## src/rtl/wsi_pkg.sv

```systemverilog
package wsi_pkg;
  localparam int DATA_W     = 32;
  localparam int NUM_FIELDS = 15;
  localparam int NUM_SLOTS  = 23;   // word slots over all fields
  localparam int USER_SLOTS = 18;   // slots 0..17 are dispatch-wide
  localparam int NUM_SYS    = NUM_SLOTS - USER_SLOTS;
  localparam int SLOT_W     = $clog2(NUM_SLOTS);

  // field owning a word slot
  function automatic int slotField(int s);
    if (s < 4)       return 0;
    else if (s < 14) return 1 + (s - 4) / 2;
    else             return s - 8;
  endfunction

  typedef struct packed {
    logic              latch;
    logic              divGo;
    logic [SLOT_W-1:0] slot;
  } ctlStrobe_t;
endpackage

```

## src/rtl/wsi_ceildiv.sv

```systemverilog
module wsi_ceildiv #(
  parameter int W = 32
) (
  input  logic         clk,
  input  logic         rstN,
  input  logic         go,
  input  logic [W:0]   num,
  input  logic [W-1:0] den,
  output logic         fin,
  output logic [W-1:0] result
);
  localparam int N  = W + 1;
  localparam int CW = $clog2(N + 1);

  logic          busy;
  logic [CW-1:0] cnt;
  logic [W:0]    rem, shifted, remNext;
  logic [N-1:0]  quo;
  logic [W-1:0]  denQ;
  logic          denZero, ge;

  always_comb begin
    shifted = {rem[W-1:0], quo[N-1]};
    ge      = shifted >= {1'b0, denQ};
    remNext = ge ? shifted - {1'b0, denQ} : shifted;
  end

  always_ff @(posedge clk) begin
    if (!rstN) begin
      busy <= 1'b0; cnt <= '0; rem <= '0; quo <= '0;
      denQ <= '0; denZero <= 1'b0; fin <= 1'b0;
    end else if (go) begin
      busy <= 1'b1; cnt <= '0; rem <= '0; quo <= num;
      denQ <= den; denZero <= (den == '0); fin <= 1'b0;
    end else if (busy) begin
      rem <= remNext;
      quo <= {quo[N-2:0], ge};
      cnt <= cnt + 1'b1;
      if (cnt == CW'(N - 1)) begin
        busy <= 1'b0;
        fin  <= 1'b1;
      end
    end else begin
      fin <= 1'b0;
    end
  end

  assign result = denZero ? '0 : quo[W-1:0];


  rem_bound_chk: assert property (@(posedge clk) disable iff (!rstN)
    busy && !denZero |-> !rem[W] && (rem < {1'b0, denQ}));

  quo_fit_chk: assert property (@(posedge clk) disable iff (!rstN)
    fin |-> (denZero || !quo[N-1]));
endmodule

```

## src/rtl/wsi_datapath.sv

```systemverilog
module wsi_datapath
  import wsi_pkg::*;
(
  input  logic              clk,
  input  logic              rstN,
  input  ctlStrobe_t        ctl,
  input  logic [127:0]      privBuf,
  input  logic [63:0]       dispatchPtr,
  input  logic [63:0]       queuePtr,
  input  logic [63:0]       kernargPtr,
  input  logic [63:0]       dispatchId,
  input  logic [63:0]       flatScratch,
  input  logic [31:0]       privSize,
  input  logic [3*DATA_W-1:0] gridIn,
  input  logic [3*DATA_W-1:0] grpIn,
  input  logic [3*DATA_W-1:0] wgIdIn,
  input  logic              firstWave,
  input  logic [10:0]       orderedAppend,
  input  logic [5:0]        tgWaves,
  input  logic [31:0]       waveOffset,
  output logic [DATA_W-1:0] wrData,
  output logic              cntReady
);
  logic [127:0]            bufQ;
  logic [4:0][63:0]        ptrQ;
  logic [31:0]             sizeQ, offQ;
  logic [2:0][DATA_W-1:0]  gridQ, grpQ, idQ, cntQ;
  logic [31:0]             infoQ;
  logic                    kick, divFin;
  logic [1:0]              dim;
  logic [DATA_W:0]         divNum;
  logic [DATA_W-1:0]       divRes;

  always_ff @(posedge clk) begin
    if (!rstN) begin
      bufQ <= '0; ptrQ <= '0; sizeQ <= '0; offQ <= '0;
      gridQ <= '0; grpQ <= '0; idQ <= '0; infoQ <= '0;
    end else if (ctl.latch) begin
      bufQ  <= privBuf;
      ptrQ  <= {flatScratch, dispatchId, kernargPtr, queuePtr, dispatchPtr};
      sizeQ <= (privSize + 32'd3) & ~32'd3;
      offQ  <= waveOffset;
      gridQ <= gridIn;
      grpQ  <= grpIn;
      idQ   <= wgIdIn;
      infoQ <= {firstWave, 14'd0, orderedAppend, tgWaves};
    end
  end

  // three divides in sequence, one per dimension
  always_ff @(posedge clk) begin
    if (!rstN) begin
      kick <= 1'b0; dim <= '0; cntQ <= '0;
    end else begin
      kick <= 1'b0;
      if (ctl.divGo) begin
        kick <= 1'b1;
        dim  <= '0;
      end else if (divFin) begin
        cntQ[dim] <= divRes;
        if (dim != 2'd2) begin
          dim  <= dim + 1'b1;
          kick <= 1'b1;
        end
      end
    end
  end

  assign divNum   = {1'b0, gridQ[dim]} + {1'b0, grpQ[dim]} - 1'b1;
  assign cntReady = divFin && (dim == 2'd2);

  wsi_ceildiv #(.W(DATA_W)) uDiv (
    .clk(clk), .rstN(rstN), .go(kick), .num(divNum), .den(grpQ[dim]),
    .fin(divFin), .result(divRes)
  );

  always_comb begin
    case (ctl.slot)
      5'd0:  wrData = bufQ[31:0];
      5'd1:  wrData = bufQ[63:32];
      5'd2:  wrData = bufQ[95:64];
      5'd3:  wrData = bufQ[127:96];
      5'd4:  wrData = ptrQ[0][31:0];
      5'd5:  wrData = ptrQ[0][63:32];
      5'd6:  wrData = ptrQ[1][31:0];
      5'd7:  wrData = ptrQ[1][63:32];
      5'd8:  wrData = ptrQ[2][31:0];
      5'd9:  wrData = ptrQ[2][63:32];
      5'd10: wrData = ptrQ[3][31:0];
      5'd11: wrData = ptrQ[3][63:32];
      5'd12: wrData = ptrQ[4][31:0];
      5'd13: wrData = ptrQ[4][63:32];
      5'd14: wrData = sizeQ;
      5'd15: wrData = cntQ[0];
      5'd16: wrData = cntQ[1];
      5'd17: wrData = cntQ[2];
      5'd18: wrData = idQ[0];
      5'd19: wrData = idQ[1];
      5'd20: wrData = idQ[2];
      5'd21: wrData = infoQ;
      5'd22: wrData = offQ;
      default: wrData = '0;
    endcase
  end


  div_order_chk: assert property (@(posedge clk) disable iff (!rstN)
    cntReady |=> !cntReady && !kick);
endmodule

```

## src/rtl/wsi_ctrl.sv

```systemverilog
module wsi_ctrl
  import wsi_pkg::*;
#(
  parameter int USER_CAP = 16,
  parameter int IDX_W    = 5
) (
  input  logic                  clk,
  input  logic                  rstN,
  input  logic                  start,
  input  logic [NUM_FIELDS-1:0] enMask,
  input  logic                  cntReady,
  output ctlStrobe_t            ctl,
  output logic                  wrValid,
  output logic [IDX_W-1:0]      wrIdx,
  output logic                  done,
  output logic [IDX_W-1:0]      regCount
);
  typedef enum logic [1:0] {IDLE, DIV, EMIT, FIN} state_t;

  state_t                 state;
  logic [NUM_SLOTS-1:0]   elig, pending;
  logic [NUM_FIELDS-1:0]  effEn;
  logic [SLOT_W-1:0]      curSlot;
  logic [IDX_W-1:0]       writeCnt;
  logic                   needDiv, pendLast, accept;
  int                     used;

  always_comb begin
    effEn     = enMask;
    effEn[11] = enMask[11] | enMask[12];
    elig = '0;
    used = 0;
    for (int s = 0; s < NUM_SLOTS; s++) begin
      if (effEn[slotField(s)]) begin
        if (s >= USER_SLOTS) elig[s] = 1'b1;
        else if (used < USER_CAP) begin
          elig[s] = 1'b1;
          used    = used + 1;
        end
      end
    end
    needDiv = |elig[USER_SLOTS-1:USER_SLOTS-3];
  end

  always_comb begin
    curSlot = '0;
    for (int s = NUM_SLOTS - 1; s >= 0; s--)
      if (pending[s]) curSlot = SLOT_W'(s);
    pendLast = (pending & (pending - 1'b1)) == '0;
  end

  assign accept = (state == IDLE) && start;

  always_ff @(posedge clk) begin
    if (!rstN) begin
      state <= IDLE; pending <= '0; writeCnt <= '0;
    end else begin
      case (state)
        IDLE: if (start) begin
          pending  <= elig;
          writeCnt <= '0;
          if (needDiv)           state <= DIV;
          else if (elig == '0)   state <= FIN;
          else                   state <= EMIT;
        end
        DIV:  if (cntReady) state <= EMIT;
        EMIT: begin
          pending[curSlot] <= 1'b0;
          writeCnt         <= writeCnt + 1'b1;
          if (pendLast) state <= FIN;
        end
        default: state <= IDLE;
      endcase
    end
  end

  assign ctl.latch = accept;
  assign ctl.divGo = accept && needDiv;
  assign ctl.slot  = curSlot;
  assign wrValid   = (state == EMIT);
  assign wrIdx     = writeCnt;
  assign done      = (state == FIN);
  assign regCount  = writeCnt;


  done_single_chk: assert property (@(posedge clk) disable iff (!rstN)
    done |=> !done);

  idx_step_chk: assert property (@(posedge clk) disable iff (!rstN)
    wrValid && $past(wrValid) |-> wrIdx == $past(wrIdx) + 1'b1);

  slot_order_chk: assert property (@(posedge clk) disable iff (!rstN)
    wrValid && $past(wrValid) |-> curSlot > $past(curSlot));

  user_cap_chk: assert property (@(posedge clk) disable iff (!rstN)
    wrValid && (curSlot < SLOT_W'(USER_SLOTS)) |-> wrIdx < IDX_W'(USER_CAP));
endmodule

```

## src/rtl/wave_sreg_init.sv

```systemverilog
module wave_sreg_init
  import wsi_pkg::*;
#(
  parameter int USER_CAP = 16,
  localparam int IDX_W   = $clog2(USER_CAP + NUM_SYS + 1)
) (
  input  logic                  clk,
  input  logic                  rstN,
  input  logic                  start,
  input  logic [NUM_FIELDS-1:0] enMask,
  input  logic [127:0]          privBuf,
  input  logic [63:0]           dispatchPtr,
  input  logic [63:0]           queuePtr,
  input  logic [63:0]           kernargPtr,
  input  logic [63:0]           dispatchId,
  input  logic [63:0]           flatScratch,
  input  logic [31:0]           privSize,
  input  logic [31:0]           gridX,
  input  logic [31:0]           gridY,
  input  logic [31:0]           gridZ,
  input  logic [31:0]           grpX,
  input  logic [31:0]           grpY,
  input  logic [31:0]           grpZ,
  input  logic [31:0]           wgIdX,
  input  logic [31:0]           wgIdY,
  input  logic [31:0]           wgIdZ,
  input  logic                  firstWave,
  input  logic [10:0]           orderedAppend,
  input  logic [5:0]            tgWaves,
  input  logic [31:0]           waveOffset,
  output logic                  wrValid,
  output logic [IDX_W-1:0]      wrIdx,
  output logic [DATA_W-1:0]     wrData,
  output logic                  done,
  output logic [IDX_W-1:0]      regCount
);
  ctlStrobe_t ctl;
  logic       cntReady;

  wsi_ctrl #(.USER_CAP(USER_CAP), .IDX_W(IDX_W)) uCtrl (
    .clk(clk), .rstN(rstN), .start(start), .enMask(enMask),
    .cntReady(cntReady), .ctl(ctl), .wrValid(wrValid), .wrIdx(wrIdx),
    .done(done), .regCount(regCount)
  );

  wsi_datapath uData (
    .clk(clk), .rstN(rstN), .ctl(ctl), .privBuf(privBuf),
    .dispatchPtr(dispatchPtr), .queuePtr(queuePtr), .kernargPtr(kernargPtr),
    .dispatchId(dispatchId), .flatScratch(flatScratch), .privSize(privSize),
    .gridIn({gridZ, gridY, gridX}), .grpIn({grpZ, grpY, grpX}),
    .wgIdIn({wgIdZ, wgIdY, wgIdX}), .firstWave(firstWave),
    .orderedAppend(orderedAppend), .tgWaves(tgWaves), .waveOffset(waveOffset),
    .wrData(wrData), .cntReady(cntReady)
  );
endmodule

```

## config.mk

```make
export PLATFORM = sky130hd
export DESIGN_NAME = wave_sreg_init
export DESIGN_NICKNAME = d
export VERILOG_FILES = /design/src/rtl/wsi_pkg.sv /design/src/rtl/wsi_ceildiv.sv /design/src/rtl/wsi_datapath.sv /design/src/rtl/wsi_ctrl.sv /design/src/rtl/wave_sreg_init.sv
export SDC_FILE = /design/constraint.sdc
export NUM_CORES = 2
export LEC_CHECK = 0
export BUFFER_PORTS_ARGS = -buffer_cell sky130_fd_sc_hd__buf_2
export CAP_MARGIN = 20
export CORE_AREA = 3 3 345 347
export CTS_BUF_LIST = sky130_fd_sc_hd__clkbuf_4
export CTS_CLUSTER_DIAMETER = 80
export DETAILED_ROUTE_END_ITERATION = 10
export DIE_AREA = 0 0 348 350
export PLACE_DENSITY_LB_ADDON = 0.12
export SYNTH_ARGS = -nofsm -noshare
export SYNTH_HDL_FRONTEND = slang
export SYNTH_SLANG_ARGS = --single-unit
```

## constraint.sdc

```tcl
create_clock -name clk -period 7.9 [get_ports clk]
set_input_delay 0.395 -clock clk [delete_from_list [all_inputs] [get_ports clk]]
set_output_delay 0.395 -clock clk [all_outputs]
set_load 0.02 [all_outputs]
```

Word-level counts from Yosys, hierarchy flattened
Index checks and enable logic that the tools add are counted.
{ "classes": {"addsub": 24, "multipliers": 0, "n_div": 0, "order_cmp": 22, "n_eq_ne": 31, "shifts": 0, "n_mux": 126, "bitwise": 7, "reduce_logical": 20} }
{ "ops": {"columns": ["cell", "count"], "rows": [
  ["$mux 32", 37],
  ["$pmux 32 s23", 1],
  ["$add 32x2->32 const B", 17],
  ["$lt 32x6->1 const B", 17],
  ["$bmux 32 s2", 2],
  ["$mux 5", 24],
  ["$bwmux 96", 1],
  ["$mux 33", 2],
  ["$demux 32 s2", 1],
  ["$mux 1", 49],
  ["$and 23x23->23", 2],
  ["$logic_not 23->1", 2],
  ["$pmux 23 s2", 1],
  ["$eq 5x4->1 const B", 8],
  ["$eq 5x5->1 const B", 7],
  ["$add 32x32->33", 1],
  ["$ge 33x32->1", 1],
  ["$sub 33x1->33 const B", 1],
  ["$logic_not 32->1", 1],
  ["$sub 32x32->32", 1],
  ["$mux 23", 1],
  ["$not 23->23", 1],
  ["$sub 23x1->23 const B", 1],
  ["$eq 5x3->1 const B", 4],
  ["28 further kinds", 47]
]} }
{ "word_totals": {"regBits": 1051, "latch_bits": 0, "mem_bits_rw": 0, "romBits": 0, "inputBits": 836, "output_inout_bits": 44, "wordCells": 263, "memories": 0} }

Logic depth before layout (Yosys ltp)
{ "logic_depth": {"depth_word": 57, "mapped_depth": 23, "ltp_nobuf": 22} }

Modules after synthesis
Synthesis repeated with hierarchy kept, for this count alone.
{ "unflattened": {"cells_unflattened": 5480, "area_unflattened_um2": 49532.5} }
{ "by_module_without_submodules": {"columns": ["mod", "instances", "cells_each", "area_per_inst_um2", "seq_area_each_um2"], "rows": [
  ["wsi_datapath", 1, 4315, 39990.9, 18317.6],
  ["wsi_ceildiv", 1, 783, 6737.7, 2122.0],
  ["wsi_ctrl", 1, 382, 2803.9, 600.6]
]} }

Least setup slack after synthesis
OpenSTA, ideal clock, no wires.
{ "synth_timing": {"path_type": "register to register", "startpoint": "reg uData.dim[0]", "endpoint": "reg uData.uDiv.quo[21]", "setup_time_ps": 132, "arrival_ps": 4741, "t_required_ps": 7768, "path_slack_ps": 3027, "path_stages_with_launch": 23, "path_buffers": 4, "synth_period_minus_slack_ps": 4873, "cell_sequence": "dfxtp_1 > clkbuf_1 > clkbuf_1 > clkbuf_1 > buf_1 > mux2i_1 > nor2_1 > a21oi_1 > ha_1 > inv_1 > ha_1 > inv_1 > fa_1 > nor2b_1 > o21ai_0 > a21boi_0 > o211ai_1 > a21oi_1 > o21a_1 > a31o_2 > a21oi_1 > o21ai_0 > or3b_2"} }
{ "synth_between": {"elab_chain_cells": 5, "elab_cells_between_ends": 7, "cone_classes": "add/sub (2); mux (5)"} }
{ "synth_rtl": {"columns": ["element", "line", "text"], "rows": [
  ["start, declared", "wsi_datapath.sv:30", "logic [1:0] dim;"],
  ["start signal, assigned", "wsi_datapath.sv:62", "dim <= dim + 1'b1;"],
  ["$bmux 32 s2", "wsi_datapath.sv:69", "assign divNum = {1'b0, gridQ[dim]} + {1'b0, grpQ[dim]} - 1'b1;"],
  ["$mux 32 (implied by the code)", "wsi_datapath.sv:69", null],
  ["$add 32x32->33 *", "wsi_datapath.sv:69", null],
  ["$sub 33x1->33 *", "wsi_datapath.sv:69", null],
  ["$mux 33 *", "wsi_ceildiv.sv:32", "end else if (go) begin"],
  ["end signal, assigned", "wsi_ceildiv.sv:37", "quo <= {quo[N-2:0], ge};"],
  ["end, declared", "wsi_ceildiv.sv:18", "logic [N-1:0] quo;"]
]} }
Mark *: on every way between the ends. The rest lies on a longest branch, timed or not. The select of a mux whose other input is x is not followed.
A chain may end at the register's enable or synchronous reset.

Final worst setup path
{ "layout_timing": {"startpoint": "reg uCtrl.pending[0]", "endpoint": "out wrData[28]"} }
{ "layout_between": {"elab_chain_cells": 3, "elab_cells_between_ends": 25, "cone_classes": "eq/ne (22); mux (2); reduce/logical (1)"} }
{ "layout_rtl": {"columns": ["element", "line", "text"], "rows": [
  ["start, declared", "wsi_ctrl.sv:21", "logic [NUM_SLOTS-1:0] elig, pending;"],
  ["start signal, assigned", "wsi_ctrl.sv:60", "pending <= elig;"],
  ["$mux 5 *", "wsi_ctrl.sv:48", "if (pending[s]) curSlot = SLOT_W'(s);"],
  ["$eq 5x5->1, or another cell as far along", "wsi_datapath.sv:78", "case (ctl.slot)"],
  ["$pmux 32 s23 *", "wsi_datapath.sv:78", null],
  ["end, declared", "wave_sreg_init.sv:33", "output logic [DATA_W-1:0] wrData,"]
]} }
Mark *: on every way between the ends. The rest lies on a longest branch, timed or not.

==> results.ini <==
[status]
outcome = finished clean

[global_routing]
overflow = 0
antenna_found_initial = 99
grt_pass1_wl_mm = 423
grt_max_degree = 220
track_usage_pct = 47.4
grt_pass1_vias = 61800

[route]
wirelength_mm = 294
drt-pass1-iter-count = 9
drt_iter0_drc = 9652
num_vias = 62800
drcViolationCount = 0
top_layer_used = met5
post_drt_wl_per_cell_um = 27.9
dr_wl_met3_mm = 35.8
postRouteAntennaNets = 0
wl_met2_mm = 123
viasPerCell = 5.96
wl_met1_mm = 108

[logic_synthesis]
muxShareOfSynthArea_pct = 4.28
synth_seq_cells = 1051
yosys.area_share.simple_pct = 21.0
synth_cells = 6283
synth_top_family_by_area = compound AO/OA/AOI/OAI gates
async_flop_share_pct = 0
ys_warn_count = 0
synth_edf_count = 0
synth_area_sq_mm = 0.0488
synth_flop_cell = dfxtp_1
synthDistinctLibCells = 94
syn-mean-instance-area_sq_um = 7.77
synthAdderAreaFrac_pct = 3.05
synth_xor_area_share_pct = 1.61
synth_compound_area_share_pct = 21.7
yosysSeqAreaShare_pct = 43.1

[cells_and_area]
final_cell_area_sq_mm = 0.0746
layout_commonest_cell = nand2_1
utilization_pct = 64.2
syn2layout_area_growth_pct = 52.8
final_cell_mix = nand2_1 (1860), dlygate4sd3_1 (1665), dfxtp_1 (1047), a21oi_1 (976), buf_2 (878)
layout-drive-gt1-share_pct = 16.9
final_nets = 9708

[critical_path]
end_kind = output port
cp.arrival_ns = 6.09
slowest_delay_ns = 0.93
critPathMaxFanout = 19
critPathKind = register to output port
worstSetupStartpointType = register
critical_path_required_ns = 7.51
crit_path_cell_trace = or4_1, nor2_4, nand2_1, nor2_1, a222oi_1, o21ai_0, a2111oi_0, buf_4, nand3_1, buf_2
cp_slowest_cell = or4_1

[placed_design]
place_ws_ns = 2.85
io_buffers = 879
gp_congestion = 1.01
place_hpwl_mm = 177
placed_area_sq_mm = 0.0541

[floorplan]
pin_count = 880
initial_core_util_pct = 42.0
die_w_um = 348
dieArea_sq_mm = 0.122
rows = 125
core_area_sq_mm = 0.116
die_y_um = 350

[sta]
setup_tns_ns = 0
fin_hold_ws_ns = 0.127
fmax_mhz = 154
setup_viol_count_final = 0
fin_crit_ns = 6.48
rsz0062_at_grt = false
final-hold-violation-count = 0
setup_slack_ns = 1.42
fin_skew_ns = 0.130
report.final.slew_viol_count = 0
worst_slew_pin_slew_ns = 1.28
slew_headroom_pct = 14.1
fin_crit_sh_pct = 82.1

[clock_tree]
clock_sink_count = 1051
clk_pin_slew_ns = 0.06
postCtsHoldBufs = 1665
cts_root_buf = clkbuf_4
cts_tree = built
post_cts_buffers = 0
htreeDepth = 5
clkLatencyLatePin_ns = 1.29
cts_buffer_depth = 4
ctsResizeCount = 0
cts_buffers = 310

[power]
seqPwrFrac_pct = 32.4
cellLeakagePower_uw = 0.0305
p_sw_share_pct = 46.1
clockPowerShare_pct = 22.6
switchingPower_uw = 10200
power_density_mw_per_mm2 = 297
power.share.combinational_pct = 45.1
peakVddDrop_v = 0.000288
p_int_uw = 12000

[hold_path]
hold_class = primary input to register

[run]
maxCapViolCount = 0

-- logic make-up after synthesis --
kind of cell,Yosys count
adder cells (fa/ha/maj),118
AND/OR/NAND/NOR,2480
XOR/XNOR,85
buffers and inverters,621
flip-flops,1051
other,1
AO/OA/AOI/OAI,1720
multiplexers,207
-- worst max-delay path: cells and delay by family (launching register included) --
family,cells,cell delay [ns]
buffers and inverters,2,0.38
flip-flops,1,0.58
AO/OA/AOI/OAI,3,0.69
AND/OR/NAND/NOR,5,3.19
-- metrics by stage --
stage               power, uW  std cells
floorplan               12000       6284
global placement        15700       8299
detailed placement      15800       8302
CTS                     21300      10500
global route            22900      10500
finish                  22200      10500
-- power groups by stage --
stage / logic, uW / registers [uW] / clock network [uW]
after CTS: 9300 / 7060 / 4980
final: 9990 / 7180 / 5010
after global routing: 10500 / 7180 / 5290
after global placement: 8530 / 7180 / 0
after floorplan: 5360 / 6670 / 0
after detailed placement: 8610 / 7170 / 0
-- state kept, by name, indices dropped and copies added (netlist names), 30 cells and up --
name and count:
uData.ptrQ 320, uData.offQ 32, uData.idQ 96, uData.bufQ 128, uData.sizeQ 30, uData.uDiv.denQ 32, uData.gridQ 96, uData.cntQ 96
uData.grpQ 96, uData.uDiv.rem 32, uData.uDiv.quo 33
-- metal layers --
| layer | GRT usage [%] | vias to the layer above |
|---|---|---|
| met3 | 19.3 | 1674 |
| li1 | - | 26800 |
| met5 | 4.04 | - |
| met4 | 34.1 | 68 |
| met1 | 56.0 | 29400 |
| met2 | 69.1 | 4886 |
-- layout make-up --
cell class | count | area, sq um
repair buffers | 2627 | 21900
fillers | 9205 | 41700
clock buffers | 440 | 3300
clock inverters | 51 | 203
inverters | 154 | 586
flip-flops and latches | 1051 | 21100
well taps | 1524 | 1910
multi-input cells | 4612 | 25400
diodes | 85 | 213
-- synth_stat cells, types with 39 or more instances --
master | instances | share of area [%]
a31oi_1 | 48 | 0.62
nor2_1 | 270 | 2.1
clkbuf_1 | 375 | 2.9
nand2_1 | 1861 | 14
xor2_1 | 43 | 0.77
a211oi_1 | 101 | 1.6
o21ai_0 | 118 | 1.2
a22o_1 | 57 | 1.0
a21oi_1 | 977 | 10
mux2i_1 | 193 | 4.0
ha_1 | 114 | 2.9
nand4_1 | 45 | 0.58
dfxtp_1 | 1051 | 43
a22oi_1 | 134 | 2.1
xnor2_1 | 39 | 0.70
inv_1 | 152 | 1.2
nor3_1 | 44 | 0.45
a221oi_1 | 54 | 0.97
buf_1 | 39 | 0.30
nand3_1 | 65 | 0.67
-- worst paths after layout --
kind / depth (start not counted) / start / slack [ns] / to
worst min-delay path: 4 / dispatchId[4] / 0.13 / uData.ptrQ[196]$_SDFFE_PN0P_
worst min register to register: 2 / uData.gridQ[76]$_SDFFE_PN0P_ / 0.45 / uData.gridQ[76]$_SDFFE_PN0P_
worst max-delay path: 10 / uCtrl.pending[0]$_SDFFE_PN0P_ / 1.42 / wrData[28]
worst max register to register: 17 / uData.dim[0]$_SDFFE_PP0P_ / 2.84 / uData.uDiv.quo[32]$_SDFFE_PN0P_
Power figures use the tool's default switching activity.
